[src/rtl/xwalk_pkg.sv]
`timescale 1ns/1ps
package xwalk_pkg;
   // Lamp field order inside a table word: {green, yellow, red}
   localparam int LAMP_W = 3;
   typedef enum logic [LAMP_W-1:0] {
      LAMP_GREEN  = 3'b100,
      LAMP_YELLOW = 3'b010,
      LAMP_RED    = 3'b001
   } lamp_e;
endpackage

[src/rtl/xwalk_table.sv]
`timescale 1ns/1ps
// Combinational lookup: address {state, button level} -> {next state, lamps}
module xwalk_table
   import xwalk_pkg::*;
#(
   parameter int STATE_W   = 5,
   parameter int RED_ENTRY = 7,
   localparam int ADDR_W   = STATE_W + 1,
   localparam int WORD_W   = STATE_W + LAMP_W
) (
   input  logic [ADDR_W-1:0] addr,
   output logic [WORD_W-1:0] word
);
   localparam logic [STATE_W-1:0] ST_IDLE  = '0;
   localparam logic [STATE_W-1:0] ST_LAST  = '1;
   localparam logic [STATE_W-1:0] ST_ENTRY = STATE_W'(RED_ENTRY);
   localparam logic [STATE_W-1:0] ST_ONE   = STATE_W'(1);

   logic [STATE_W-1:0] cur;
   logic               released;
   logic [STATE_W-1:0] nxt;
   lamp_e              lamp;

   assign cur      = addr[ADDR_W-1:1];
   assign released = addr[0];

   always_comb begin
      nxt  = cur + ST_ONE;
      lamp = LAMP_RED;
      if (cur == ST_IDLE) begin
         if (released) begin
            nxt  = ST_IDLE;
            lamp = LAMP_GREEN;
         end else begin
            nxt  = ST_ONE;
            lamp = LAMP_YELLOW;
         end
      end else if (cur < ST_ENTRY) begin
         lamp = LAMP_YELLOW;
      end else if (cur == ST_ENTRY) begin
         lamp = LAMP_RED;
      end else if (!released) begin
         nxt  = ST_ENTRY;
         lamp = LAMP_RED;
      end else if (cur == ST_LAST) begin
         nxt  = ST_IDLE;
         lamp = LAMP_RED;
      end
   end

   assign word = {nxt, lamp};
endmodule

[src/rtl/xwalk_addr_reg.sv]
`timescale 1ns/1ps
// Rising-edge address register: holds {state, button level}
module xwalk_addr_reg #(
   parameter int STATE_W = 5,
   localparam int ADDR_W = STATE_W + 1
) (
   input  logic               clk,
   input  logic               rst,
   input  logic               tick,
   input  logic               btn_n,
   input  logic [STATE_W-1:0] nxt_state,
   output logic [ADDR_W-1:0]  addr_q
);
   always_ff @(posedge clk or posedge rst) begin
      if (rst)       addr_q <= {{STATE_W{1'b0}}, 1'b1};
      else if (tick) addr_q <= {nxt_state, btn_n};
   end
endmodule

[src/rtl/xwalk_out_reg.sv]
`timescale 1ns/1ps
// Lamp register; OPPOSITE_PHASE selects falling-edge or rising-edge capture
module xwalk_out_reg #(
   parameter int           WIDTH          = 3,
   parameter bit           OPPOSITE_PHASE = 1'b1,
   parameter logic [WIDTH-1:0] RESET_VAL  = '0
) (
   input  logic             clk,
   input  logic             rst,
   input  logic [WIDTH-1:0] d,
   output logic [WIDTH-1:0] q
);
   generate
      if (OPPOSITE_PHASE) begin : g_fall
         always_ff @(negedge clk or posedge rst) begin
            if (rst) q <= RESET_VAL;
            else     q <= d;
         end
      end else begin : g_rise
         always_ff @(posedge clk or posedge rst) begin
            if (rst) q <= RESET_VAL;
            else     q <= d;
         end
      end
   endgenerate
endmodule

[src/rtl/xwalk_ctrl.sv]
`timescale 1ns/1ps
module xwalk_ctrl
   import xwalk_pkg::*;
#(
   parameter int STATE_W        = 5,
   parameter int RED_ENTRY      = 7,
   parameter bit OPPOSITE_PHASE = 1'b1
) (
   input  logic clk,
   input  logic rst,
   input  logic tick,
   input  logic btn_n,
   output logic green_o,
   output logic yellow_o,
   output logic red_o
);
   localparam int ADDR_W = STATE_W + 1;
   localparam int WORD_W = STATE_W + LAMP_W;

   generate
      if (STATE_W < 2 || STATE_W > 10) begin : g_bad_width
         $error("xwalk_ctrl: STATE_W out of range");
      end
      if (RED_ENTRY < 2 || RED_ENTRY > (1 << STATE_W) - 2) begin : g_bad_entry
         $error("xwalk_ctrl: RED_ENTRY must leave room for yellow and red states");
      end
   endgenerate

   logic [ADDR_W-1:0] addr_q;
   logic [WORD_W-1:0] word;
   logic [LAMP_W-1:0] lamp_q;

   xwalk_table #(.STATE_W(STATE_W), .RED_ENTRY(RED_ENTRY)) u_table (
      .addr (addr_q),
      .word (word)
   );

   xwalk_addr_reg #(.STATE_W(STATE_W)) u_addr (
      .clk       (clk),
      .rst       (rst),
      .tick      (tick),
      .btn_n     (btn_n),
      .nxt_state (word[WORD_W-1:LAMP_W]),
      .addr_q    (addr_q)
   );

   xwalk_out_reg #(
      .WIDTH          (LAMP_W),
      .OPPOSITE_PHASE (OPPOSITE_PHASE),
      .RESET_VAL      (LAMP_GREEN)
   ) u_out (
      .clk (clk),
      .rst (rst),
      .d   (word[LAMP_W-1:0]),
      .q   (lamp_q)
   );

   assign {green_o, yellow_o, red_o} = lamp_q;
endmodule

[config.mk]
export PLATFORM = sky130hd
export DESIGN_NAME = xwalk_ctrl
export DESIGN_NICKNAME = d
export VERILOG_FILES = /design/src/rtl/xwalk_pkg.sv /design/src/rtl/xwalk_table.sv /design/src/rtl/xwalk_addr_reg.sv /design/src/rtl/xwalk_out_reg.sv /design/src/rtl/xwalk_ctrl.sv
export SDC_FILE = /design/constraint.sdc
export NUM_CORES = 1
export LEC_CHECK = 0
export BUFFER_PORTS_ARGS = -buffer_cell sky130_fd_sc_hd__buf_4
export CAP_MARGIN = 40
export CORE_AREA = 4 4 41 43
export CTS_BUF_LIST = sky130_fd_sc_hd__clkbuf_4 sky130_fd_sc_hd__clkbuf_8
export CTS_CLUSTER_SIZE = 28
export DETAILED_ROUTE_END_ITERATION = 8
export DIE_AREA = 0 0 45 47
export SLEW_MARGIN = 20
export SYNTH_ARGS = -nofsm -noshare
export SYNTH_HDL_FRONTEND = slang
export SYNTH_SLANG_ARGS = --single-unit
export TNS_END_PERCENT = 10
[constraint.sdc]
create_clock -name clk -period 2 [get_ports clk]
set_clock_uncertainty 0.1 [all_clocks]
set_input_delay 0.2 -clock clk [delete_from_list [all_inputs] [get_ports clk]]
set_output_delay 0.2 -clock clk [all_outputs]
set_load 0.005 [all_outputs]
==> key figures <==
Synth
  – Post-Syn Instances: 55
  – Top-count cell post-synth: inv_1
  – Top post-synthesis cells by count: 7 x inv_1, 5 x dfrtp_1, 3 x ha_1, 3 x o21ai_0
  – Post-Syn Area: 561 um^2
  – Synth cell types: 34
  – Synth Flop Type: dfrtp_1
  – Net Count, Synth: 62
  – Register area share after synthesis: 0.406
  – Syn avg cell area: 10.2 um^2
  – Post-synth EDFFs: 0
  – #FFs+latches synth: 9
  – Ys Warns: 0
  – Yosys top cell by area: dfrtp_1
  – Async SR Flop Fraction: 1.00
  – Yosys top cell area share: 0.223
  – Ranking of synthesized cells by area: dfrtp_1 22%, dfstp_2 9.4%, dfrtn_1 8.9%

GRT
  – Largest net degree at the start of global routing: 11
  – Vias in the first global route: 486
  – First-pass GRT wire length: 2260 um
  – Total gr overflow: 0
  – Initial antenna violation count: 0
  – Total Routing Usage GR: 0.152

Floorplan
  – Die area: 2120 um^2
  – Die Ht: 47 um
  – Initial cell density of the core: 0.431
  – Placeable Area: 1300 um^2
  – # IOs: 7
  – Cell Rows: 13
  – Die X: 45 um

Place
  – Placed cell count: 85
  – Gpl congestion: 0.889
  – IO buf count: 6
  – DP HPWL: 1020 um

Worst setup path
  – CP Launch Type: register
  – WP buf/inv: 1
  – WP depth: 1
  – WP data arrival: 1.92 ns
  – Slowest CP cell: dfstp_2
  – Worst path cell trace: buf_6
  – R2R cell count: 4
  – Crit Path Max Fanout: 1
  – Worst path top cell family by delay: flip-flops
  – Slowest cell delay on critical path: 0.52 ns
  – CP endpoint kind: primary output
  – Critical Path RT: 1.70 ns
  – WS Path Type: register to primary output

Clock tree
  – Clock sinks: 9
  – TritonCTS Buffers: 3
  – Htree depth: 1
  – CTS tree: done
  – Worst skew pair latency: 0.27 ns
  – Clk slew on worst S/H paths: 0.06 ns
  – Worst-case clock buffer depth: 2
  – CTS root buffer: clkbuf_4

Final layout
  – Inserted Diodes: 0
  – End-of-flow core utilization: 0.601
  – Final cell count without fillers: 90
  – Nets: 83
  – Layout cells sized above 1: 0.507
  – Area delta synth->final: 39.5%

Worst hold path
  – Hold/Removal Path Class: primary input to register
  – WHS Path Cells: 2

Timing
  – RSZ-0062 raised after global routing: yes
  – Slew @ Worst Pin: 0.567 ns
  – Worst setup margin: -0.223 ns
  – Final setup viols: 6
  – Setup TNS: -0.745 ns
  – Relative slew margins: 0.617
  – Final slew viol count: 0
  – Final hold vios: 0

Routing
  – Antenna Violating Nets Remaining: 0
  – Routed WL per cell: 14.9 um
  – Final wirelength: 1340 um
  – Vias per inst: 5.63
  – Detailed Routing Iterations Pass 1: 4
  – DRC viols: 0
  – Vias: 507
  – First DRT Iteration DRCs: 12

Flow run
  – Max-cap viol count: 0

Status
  – Violated checks: setup timing
  – Status: complete, but fails checks

Power
  – Maximum VDD drop: 0.529 mV
  – Pwr dens: 1410 nW/um^2
  – Leakage: 0.355 nW
where the power goes:
group | internal, mW | total, mW | switching [mW]
Clock | 0.0747 | 0.149 | 0.0744
Sequential | 0.257 | 0.335 | 0.0773
Combinational | 0.347 | 0.616 | 0.269
Total | 0.679 | 1.10 | 0.421
metal layers:
metal | GRT usage | vias up | routed length [um]
li1 | - | 243 | -
met1 | 0.204 | 240 | 624
met2 | 0.232 | 22 | 610
met3 | 0.0230 | 2 | 74
met4 | 0.0936 | 0 | 29
met5 | 0 | - | 0
repair_timing:
| item | CTS | global route |
|---|---|---|
| hold buffers | 1 | 0 |
| resized for setup | 2 | 4 |
| buffers inserted | 0 | 0 |
| endpoints found under the hold margin | 5 | 0 |
| pin swaps | 0 | 2 |
| setup endpoints to repair | 6 | 9 |
| gates cloned | 0 | 0 |
metrics by stage:
stage                     setup slack, ns  power, mW  hold slack (ns)  cell area, um^2
final                              -0.223       1.10           0.0658              782
after global routing               -0.243       1.17           0.0672              782
after CTS                          -0.232       1.07           0.0616              768
after detailed placement           -0.219      0.908           0.0143              722
after global placement             -0.141      0.913          0.00769              722
after floorplan                    -0.139      0.681          -0.0735              588
path summary, 6_finish.rpt:
check | startpoint | to | slack (ns)
worst max-delay path | u_out.q[2] | green_o | -0.22
worst min-delay path | btn_n | u_addr.addr_q[0] | 0.07
worst max register to register | u_addr.addr_q[1] | u_out.q[1] | -0.15
worst min register to register | u_addr.addr_q[1] | u_addr.addr_q[1] | 0.66
max in group asynchronous | rst | u_out.q[0] | 0.28
min in group asynchronous | rst | u_addr.addr_q[5] | 0.28
layout make-up:
cell class,instances,area (um^2)
Inverter,6,22.5
Fill cell,107,519
Timing Repair Buffer,19,149
Clock inverter,2,7.51
Multi-Input combinational cell,36,333
Tap cell,15,18.8
Clock buffer,3,22.5
Sequential cell,9,229
flip-flops by register name (all words and copies together), names as in the netlist:
| name | flops |
|---|---|
| u_addr.addr_q | 6 |
| u_out.q | 3 |
layout by cell type (no fill, tap or decap), drive strengths merged, types with 2 or more instances in the layout:
cell	netlist	layout
a21oi	2	2
and3	2	2
buf	1	18
clkbuf	2	3
dfrtn	2	2
dfrtp	5	5
dfstp	2	2
ha	3	3
inv	7	8
nand2	2	2
nand2b	2	2
nor2	2	2
o2111ai	2	2
o21ai	3	3
cells by family after synthesis:
kind of cell | Yosys count | synth area share
buf+inv | 10 | 0.0826
mux | 1 | 0.0201
xor+xnor | 1 | 0.0156
flops | 9 | 0.406
compound gates | 15 | 0.214
fa+ha+maj | 3 | 0.0670
simple gates | 16 | 0.194
No activity file was read; power rests on OpenSTA's default activity.
